### config.mk
export PLATFORM = sky130hd
export DESIGN_NAME = dual_rail_codec
export DESIGN_NICKNAME = d
export VERILOG_FILES = /design/src/rtl/dr_pkg.sv /design/src/rtl/dr_pair_classify.sv /design/src/rtl/dr_tx.sv /design/src/rtl/dr_rx.sv /design/src/rtl/dual_rail_codec.sv
export SDC_FILE = /design/constraint.sdc
export NUM_CORES = 1
export LEC_CHECK = 0
export BUFFER_PORTS_ARGS = -buffer_cell sky130_fd_sc_hd__buf_2
export CORE_ASPECT_RATIO = 0.9
export CORE_MARGIN = 2
export CORE_UTILIZATION = 43
export DETAILED_ROUTE_END_ITERATION = 10
export GPL_TIMING_DRIVEN = 0
export PLACE_DENSITY_LB_ADDON = 0.08
export SETUP_SLACK_MARGIN = 0.3
export SLEW_MARGIN = 20
export SYNTH_ARGS = -nofsm -noshare
export SYNTH_HDL_FRONTEND = slang
export SYNTH_SLANG_ARGS = --single-unit
export TNS_END_PERCENT = 50
### constraint.sdc
create_clock -name clk -period 1.4 [get_ports clk]
set_input_delay 0.28 -clock clk [delete_from_list [all_inputs] [get_ports clk]]
set_output_delay 0.28 -clock clk [all_outputs]
set_load 0.005 [all_outputs]
### src/rtl/dr_pkg.sv
package dr_pkg;

    typedef enum logic [1:0] {
        TX_IDLE = 2'd0,
        TX_SEND = 2'd1,
        TX_RTZ  = 2'd2
    } tx_state_t;

    typedef enum logic {
        RX_WAIT_WORD   = 1'b0,
        RX_WAIT_SPACER = 1'b1
    } rx_state_t;

    // pair code as {one_wire, zero_wire}
    typedef enum logic [1:0] {
        PAIR_EMPTY = 2'b00,
        PAIR_ZERO  = 2'b01,
        PAIR_ONE   = 2'b10,
        PAIR_BAD   = 2'b11
    } pair_t;

endpackage

### src/rtl/dr_pair_classify.sv
module dr_pair_classify #(
    parameter int N = 8
) (
    input  logic [N-1:0] lo,
    input  logic [N-1:0] hi,
    output logic         all_valid,
    output logic         all_empty,
    output logic         any_bad,
    output logic [N-1:0] value
);
    import dr_pkg::*;

    logic [N-1:0] is_valid;
    logic [N-1:0] is_empty;
    logic [N-1:0] is_bad;

    for (genvar i = 0; i < N; i++) begin : g_pair
        pair_t code;
        assign code        = pair_t'({hi[i], lo[i]});
        assign is_valid[i] = (code == PAIR_ZERO) || (code == PAIR_ONE);
        assign is_empty[i] = (code == PAIR_EMPTY);
        assign is_bad[i]   = (code == PAIR_BAD);
        assign value[i]    = (code == PAIR_ONE);
    end

    assign all_valid = &is_valid;
    assign all_empty = &is_empty;
    assign any_bad   = |is_bad;

endmodule

### src/rtl/dr_tx.sv
module dr_tx #(
    parameter int N         = 8,
    parameter bit TWO_PHASE = 1'b0
) (
    input  logic         clk,
    input  logic         rst_n,
    input  logic         in_valid,
    input  logic [N-1:0] in_data,
    output logic         in_ready,
    output logic [N-1:0] rail0,
    output logic [N-1:0] rail1,
    input  logic         ack
);
    import dr_pkg::*;

    tx_state_t    state_q, state_d;
    logic [N-1:0] word_q;
    logic [N-1:0] tog0_q, tog1_q;
    logic         phase_q;
    logic         accept;

    assign accept = (state_q == TX_IDLE) && in_valid;

    // state register
    always_ff @(posedge clk) begin
        if (!rst_n) state_q <= TX_IDLE;
        else        state_q <= state_d;
    end

    // word, toggle levels and expected acknowledge phase
    always_ff @(posedge clk) begin
        if (!rst_n) begin
            word_q  <= '0;
            tog0_q  <= '0;
            tog1_q  <= '0;
            phase_q <= 1'b0;
        end else if (accept) begin
            word_q  <= in_data;
            tog0_q  <= tog0_q ^ ~in_data;
            tog1_q  <= tog1_q ^ in_data;
            phase_q <= ~phase_q;
        end
    end

    // next state
    always_comb begin
        state_d = state_q;
        unique case (state_q)
            TX_IDLE: if (in_valid) state_d = TX_SEND;
            TX_SEND: begin
                if (TWO_PHASE) begin
                    if (ack == phase_q) state_d = TX_IDLE;
                end else if (ack) begin
                    state_d = TX_RTZ;
                end
            end
            TX_RTZ:  if (!ack) state_d = TX_IDLE;
            default: state_d = TX_IDLE;
        endcase
    end

    // outputs
    always_comb begin
        in_ready = (state_q == TX_IDLE);
        if (TWO_PHASE) begin
            rail0 = tog0_q;
            rail1 = tog1_q;
        end else if (state_q == TX_SEND) begin
            rail0 = ~word_q;
            rail1 = word_q;
        end else begin
            rail0 = '0;
            rail1 = '0;
        end
    end

endmodule

### src/rtl/dr_rx.sv
module dr_rx #(
    parameter int N         = 8,
    parameter bit TWO_PHASE = 1'b0
) (
    input  logic         clk,
    input  logic         rst_n,
    input  logic [N-1:0] rail0,
    input  logic [N-1:0] rail1,
    output logic         ack,
    output logic         out_valid,
    output logic [N-1:0] out_data,
    output logic         err
);
    import dr_pkg::*;

    rx_state_t    state_q, state_d;
    logic [N-1:0] prev0_q, prev1_q;
    logic [N-1:0] cls_lo, cls_hi;
    logic [N-1:0] value;
    logic [N-1:0] data_q;
    logic         all_valid, all_empty, any_bad;
    logic         valid_q, err_q, tog_ack_q;
    logic         capture;

    // levels in return-to-zero mode, changes since last word in transition mode
    assign cls_lo = TWO_PHASE ? (rail0 ^ prev0_q) : rail0;
    assign cls_hi = TWO_PHASE ? (rail1 ^ prev1_q) : rail1;

    dr_pair_classify #(.N(N)) u_classify (
        .lo        (cls_lo),
        .hi        (cls_hi),
        .all_valid (all_valid),
        .all_empty (all_empty),
        .any_bad   (any_bad),
        .value     (value)
    );

    assign capture = (state_q == RX_WAIT_WORD) && all_valid;

    // state register
    always_ff @(posedge clk) begin
        if (!rst_n) state_q <= RX_WAIT_WORD;
        else        state_q <= state_d;
    end

    // captured word and flags
    always_ff @(posedge clk) begin
        if (!rst_n) begin
            data_q    <= '0;
            valid_q   <= 1'b0;
            err_q     <= 1'b0;
            tog_ack_q <= 1'b0;
            prev0_q   <= '0;
            prev1_q   <= '0;
        end else begin
            valid_q   <= capture;
            err_q     <= any_bad;
            tog_ack_q <= tog_ack_q ^ capture;
            if (capture) begin
                data_q  <= value;
                prev0_q <= rail0;
                prev1_q <= rail1;
            end
        end
    end

    // next state
    always_comb begin
        state_d = state_q;
        unique case (state_q)
            RX_WAIT_WORD:   if (all_valid && !TWO_PHASE) state_d = RX_WAIT_SPACER;
            RX_WAIT_SPACER: if (all_empty) state_d = RX_WAIT_WORD;
            default:        state_d = RX_WAIT_WORD;
        endcase
    end

    // outputs
    always_comb begin
        ack       = TWO_PHASE ? tog_ack_q : (state_q == RX_WAIT_SPACER);
        out_valid = valid_q;
        out_data  = data_q;
        err       = err_q;
    end

endmodule

### src/rtl/dual_rail_codec.sv
module dual_rail_codec #(
    parameter int N         = 8,
    parameter bit TWO_PHASE = 1'b0
) (
    input  logic         clk,
    input  logic         rst_n,
    input  logic         tx_valid,
    input  logic [N-1:0] tx_data,
    output logic         tx_ready,
    output logic [N-1:0] tx_rail0,
    output logic [N-1:0] tx_rail1,
    input  logic         tx_ack,
    input  logic [N-1:0] rx_rail0,
    input  logic [N-1:0] rx_rail1,
    output logic         rx_ack,
    output logic         rx_valid,
    output logic [N-1:0] rx_data,
    output logic         rx_err
);

    dr_tx #(.N(N), .TWO_PHASE(TWO_PHASE)) u_tx (
        .clk      (clk),
        .rst_n    (rst_n),
        .in_valid (tx_valid),
        .in_data  (tx_data),
        .in_ready (tx_ready),
        .rail0    (tx_rail0),
        .rail1    (tx_rail1),
        .ack      (tx_ack)
    );

    dr_rx #(.N(N), .TWO_PHASE(TWO_PHASE)) u_rx (
        .clk       (clk),
        .rst_n     (rst_n),
        .rail0     (rx_rail0),
        .rail1     (rx_rail1),
        .ack       (rx_ack),
        .out_valid (rx_valid),
        .out_data  (rx_data),
        .err       (rx_err)
    );

endmodule

After elaboration in Yosys (flattened, before gate mapping) --
Cells that the tools add are included.
Cells by class: $mul 0, shift operators 0, reduce and logical (&&, ||, !) cells 23, eq/ne operators 29, bitwise gates (word level) 2, $add $sub $neg 0, muxes and demuxes 9, magnitude comparators 0, div/mod/pow operators 0
Operators with widths (number):
- $eq A2 B2 Y1 const B | 17
- $eq A2 B1 Y1 const B | 9
- $logic_not A2 Y1 | 9
- $mux W8 | 2
- $reduce_and A8 Y1 | 2
- $logic_or A1 B1 Y1 | 8
- $not A8 Y8 | 1
- $reduce_or A8 Y1 | 1
- $mux W2 | 3
- $ne A2 B2 Y1 const B | 3
- $pmux W2 S3 | 1
- $reduce_and A3 Y1 | 1
- $logic_and A1 B1 Y1 | 2
- $mux W1 | 2
- $pmux W1 S2 | 1
- $not A1 Y1 | 1
Word-level totals: memories 0, memory bits (writable) 0, logic and storage cells 69, ROM bits 0, register bits after elaboration 21, latch bits 0, input bits 28

Longest topological paths before layout --
word-level depth 5, mapped depth 6

Hierarchy --
Synthesis repeated with hierarchy kept, for this count alone.
Unflattened totals: cell total of the unflattened synthesis 157, area, all modules 1353.8 um2
Modules (own cells, without submodules):
- dr_tx | area an instance 519.2 um2, sequential area each 200.2 um2, times used 1, cells each 65
- dr_rx | area an instance 425.4 um2, sequential area each 220.2 um2, times used 1, cells each 43
- dr_pair_classify | area an instance 409.1 um2, sequential area each 0.0 um2, times used 1, cells each 49

Worst setup path before layout --
OpenSTA, ideal clock, no wires.
path kind input -> register, start point input port rx_rail0[1], end point register u_rx.data_q[0] (netlist: u_rx.out_data[0]), required time 1.328 ns, buffers on the path 1, stages 6, arrival time 1.220 ns, library setup time 0.072 ns, setup slack 0.108 ns, path through inv_1 ha_1 nand4b_4 nor3_2 buf_6 mux2i_1
On the way: longest elaborated chain between the ends 4
Ends and longest elaborated chain:
- from (decl) | RTL line dual_rail_codec.sv:13 | input logic [N-1:0] rx_rail0,
- $eq A2 B1 Y1 or $eq A2 B2 Y1 (tied branches) | RTL line dr_pair_classify.sv:20 | assign is_valid[i] = (code == PAIR_ZERO) || (code == PAIR_ONE);
- $logic_or A1 B1 Y1 (*) | RTL line dr_pair_classify.sv:20
- $reduce_and A8 Y1 (*) | RTL line dr_pair_classify.sv:26 | assign all_valid = &is_valid;
- $logic_and A1 B1 Y1 (*) | RTL line dr_rx.sv:38 | assign capture = (state_q == RX_WAIT_WORD) && all_valid;
- to (signal assigned) | RTL line dr_rx.sv:60 | data_q <= value;
- to (decl) | RTL line dr_rx.sv:20 | logic [N-1:0] data_q;
Every way passes the cells marked *; elsewhere a longest branch is shown, timed or not. A chain may end at the register's enable or synchronous reset.

Worst setup path after layout --
start point register u_tx.state_q[1], end point output port tx_rail1[1]
On the way: longest elaborated chain between the ends 2
Ends and longest elaborated chain:
- from (decl) | RTL line dr_tx.sv:16 | tx_state_t state_q, state_d;
- from (signal assigned) | RTL line dr_tx.sv:27 | else state_q <= state_d;
- $eq A2 B1 Y1 | RTL line dr_tx.sv:68 | end else if (state_q == TX_SEND) begin
- $mux W8 | RTL line dr_tx.sv:68
- to (decl) | RTL line dual_rail_codec.sv:11 | output logic [N-1:0] tx_rail1,
Every way passes these cells.

==> out/results.tsv <==
metric	value	unit
cts_buffer_depth	2	
dr.pass1.iters	3	
grt_usage	16.06	%
htreeDepth	1	
coreArea	2995	sq um
final_common_cell	buf_2	
p_leak	0.9490	nW
wl	2.857	mm
syn_area	1328	sq um
dpl-instance-area	1818	sq um
reg2regPathDepth	5	
slew_violations	0	
holdCritPathClass	input port to flip-flop	
final_cell_mix	buf_2 (48), nand2_1 (17), dfxtp_1 (17), mux2i_1 (16), ha_1 (16)	
critPathSlowestCell	dfxtp_2	
synth_cell_types	23	
whs_path_depth	3	
vias_per_cell	4.607	
via_count	1138	
r2r_end	u_tx.word_q[0]	
rows	19	
cts_buffers	3	
die_h	56.71	um
grt_pass1_vias	1027	
fin_nets	258	
drc	0	
seqPwrFrac	50.4	%
fmax	0.6930	GHz
ys_ff_latch	21	
cts.sinks	21	
setup_viol	16	
ant_nets	0	
postLayoutCellArea	1959	sq um
start_util	44.32	%
end_kind	primary output	
power.total	1.272	mW
p_int	0.9104	mW
worstPathRequired	1120	ps
nFillCells	266	
critPathTopFamily	simple AND/OR/NAND/NOR gates	
synthCells	144	
worstPathCellList	and2b_4 > and2_4 > buf_6	
cts_tree	yes	
r2r_slack	160	ps
clk_pin_slew_worst_paths	110	ps
crit_buf_inv	1	
root_buffer	clkbuf_4	
syn-num-nets	196	
outcome	finished, violations left	
clkLatencyLatePin	290	ps
rsz0062_at_grt	yes	
hold_violations	0	
crit_arrival	1160	ps
dp_slack	-83.24	ps
switching_power	0.3612	mW
diodes	0	
die-area	3548	sq um
fin_setup_tns	-420.3	ps
yosysWarnings	0	
critPathLaunchType	flip-flop	
pwr-share-comb	27.7	%
port_buffers	54	
max_stage_delay	350	ps
hpwlAfterDp	2.318	mm
fin_worst_skew	3.295	ps
grt_max_degree	12	
irDropWorstVdd	544.9	uV
gp_congestion	0.8177	
final.min_clock_period	1443	ps
dieWidth	62.57	um
grt_first_pass_wirelength	4.498	mm
worst_slew_pin_slew	413.4	ps
drt_iter0_drc	26	
cp_max_fo	8	
setup_ws	-42.97	ps
yosysSeqAreaShare	31.67	%
violations	negative setup slack	
max_cap_violations	0	
timing.rr.start	u_tx.state_q[1]	
fin_crit_sh	103.1	%
antenna_found_initial	0	
relSlewSlack	72.44	%
fin_util	65.41	%
num_io_pins	56	
path_class	flip-flop to primary output	
wl_per_cell	11.57	um
grt_overflow	0	
switching_share	28.40	%
hold_start	tx_ack	
holdPathEnd	u_tx.state_q[1]	
p_clk_share	21.9	%
syn_area_per_cell	9.219	sq um
drive_above_1_share	54.63	%
area_growth	47.60	%
p_per_area	649.0	nW/um^2
[logic make-up after synthesis]
| group | synth area share (%) |
|---|---|
| adders and majority gates | 22.62 |
| AOI/OAI and AO/OA | 2.639 |
| buffers and inverters | 7.634 |
| muxes | 12.06 |
| and+or+nand+nor | 23.37 |
| DFF | 31.67 |
[area by class of cell]
type                    instances  area (sq um)  share of cell area, %
plain buffers                   6         47.55                  2.427
clock buffers                   4         26.28                  1.341
inverters                      16         120.1                  6.130
multi-input cells             101         959.7                  48.98
flip-flops and latches         21         425.4                  21.71
well taps                      42         52.55                  2.682
repair buffers                 57         327.8                  16.73
[state kept, by name, indices dropped and copies added (netlist names)]
name            cells
u_rx.out_data       8
u_tx.word_q         8
u_rx.ack            1
u_rx.out_valid      1
u_tx.state_q        2
u_rx.err            1
[repair_timing]
item                                    4_1_cts  5_1_grt
gates cloned                                  0        0
gates resized for setup                      10       21
pin swaps                                     9        3
setup buffers                                 2        1
endpoints found under the setup margin       32       36
hold endpoints to repair                      0        0
hold buffers                                  0        0
[power by group through the flow]
stage          clock [mW]  combinational [mW]  sequential [mW]
4_1_cts             0.291               0.334            0.636
5_1_grt             0.328               0.391            0.644
3_3_place_gp            0               0.309            0.648
2_1_floorplan           0               0.191            0.646
6_report            0.279               0.352            0.641
3_5_place_dp            0               0.319            0.649
[how the worst max path moves through the flow]
stage / end / cells after the start / start / slack (ps)
floorplan: u_rx.out_data[0] / 6 / rx_rail0[5] / 230
global placement: u_rx.out_data[7] / 7 / rx_rail0[5] / -70
detailed placement: u_rx.out_data[0] / 7 / rx_rail0[5] / -80
CTS: tx_rail1[1] / 3 / u_tx.state_q[1] / -70
global route: tx_rail1[7] / 3 / u_tx.state_q[1] / -120
finish: tx_rail1[1] / 3 / u_tx.state_q[1] / -40
[per-layer routing]
metal  GRT usage (%)  part of all wire, %  up-vias
met5               0                    0        -
met4          0.9524                    0        0
met1           20.44                   44      533
met2           27.80                   51       26
li1                -                    -      579
met3           5.210                  4.6        0
[Yosys cell counts, drive strengths merged]
master  count  area [sq um]
inv        16         60.06
a21oi       1         5.000
dfxtp      21         420.4
nand2      18         67.56
nand4b      1         23.77
nand2b      1         6.260
nor4        2         12.51
and2b       1         8.760
mux2i      16         160.2
or2b        1         7.510
nor2b       8         50.05
buf         5         37.53
nor3        1         10.01
nand3       1         5.000
clkbuf      1         3.750
nand4       2         12.51
nor2       10         37.54
nor3b       1         12.51
o21a        3         22.52
ha         24         300.3
a21boi      1         7.510
and2        9         56.30
[tightest hold or removal path, stage by stage]
cell and delay (ps):
buf_2 110, nand2_1 70, a21oi_2 30
[metrics by stage]
step | cells | hold WS (ps)
6_report | 247 | 223.4
5_1_grt | 247 | 205.2
4_1_cts | 246 | 192.1
3_5_place_dp | 240 | 444.1
3_3_place_gp | 240 | 440.8
2_1_floorplan | 144 | 396.1
Note: power is estimated with default switching activity, not from simulation.
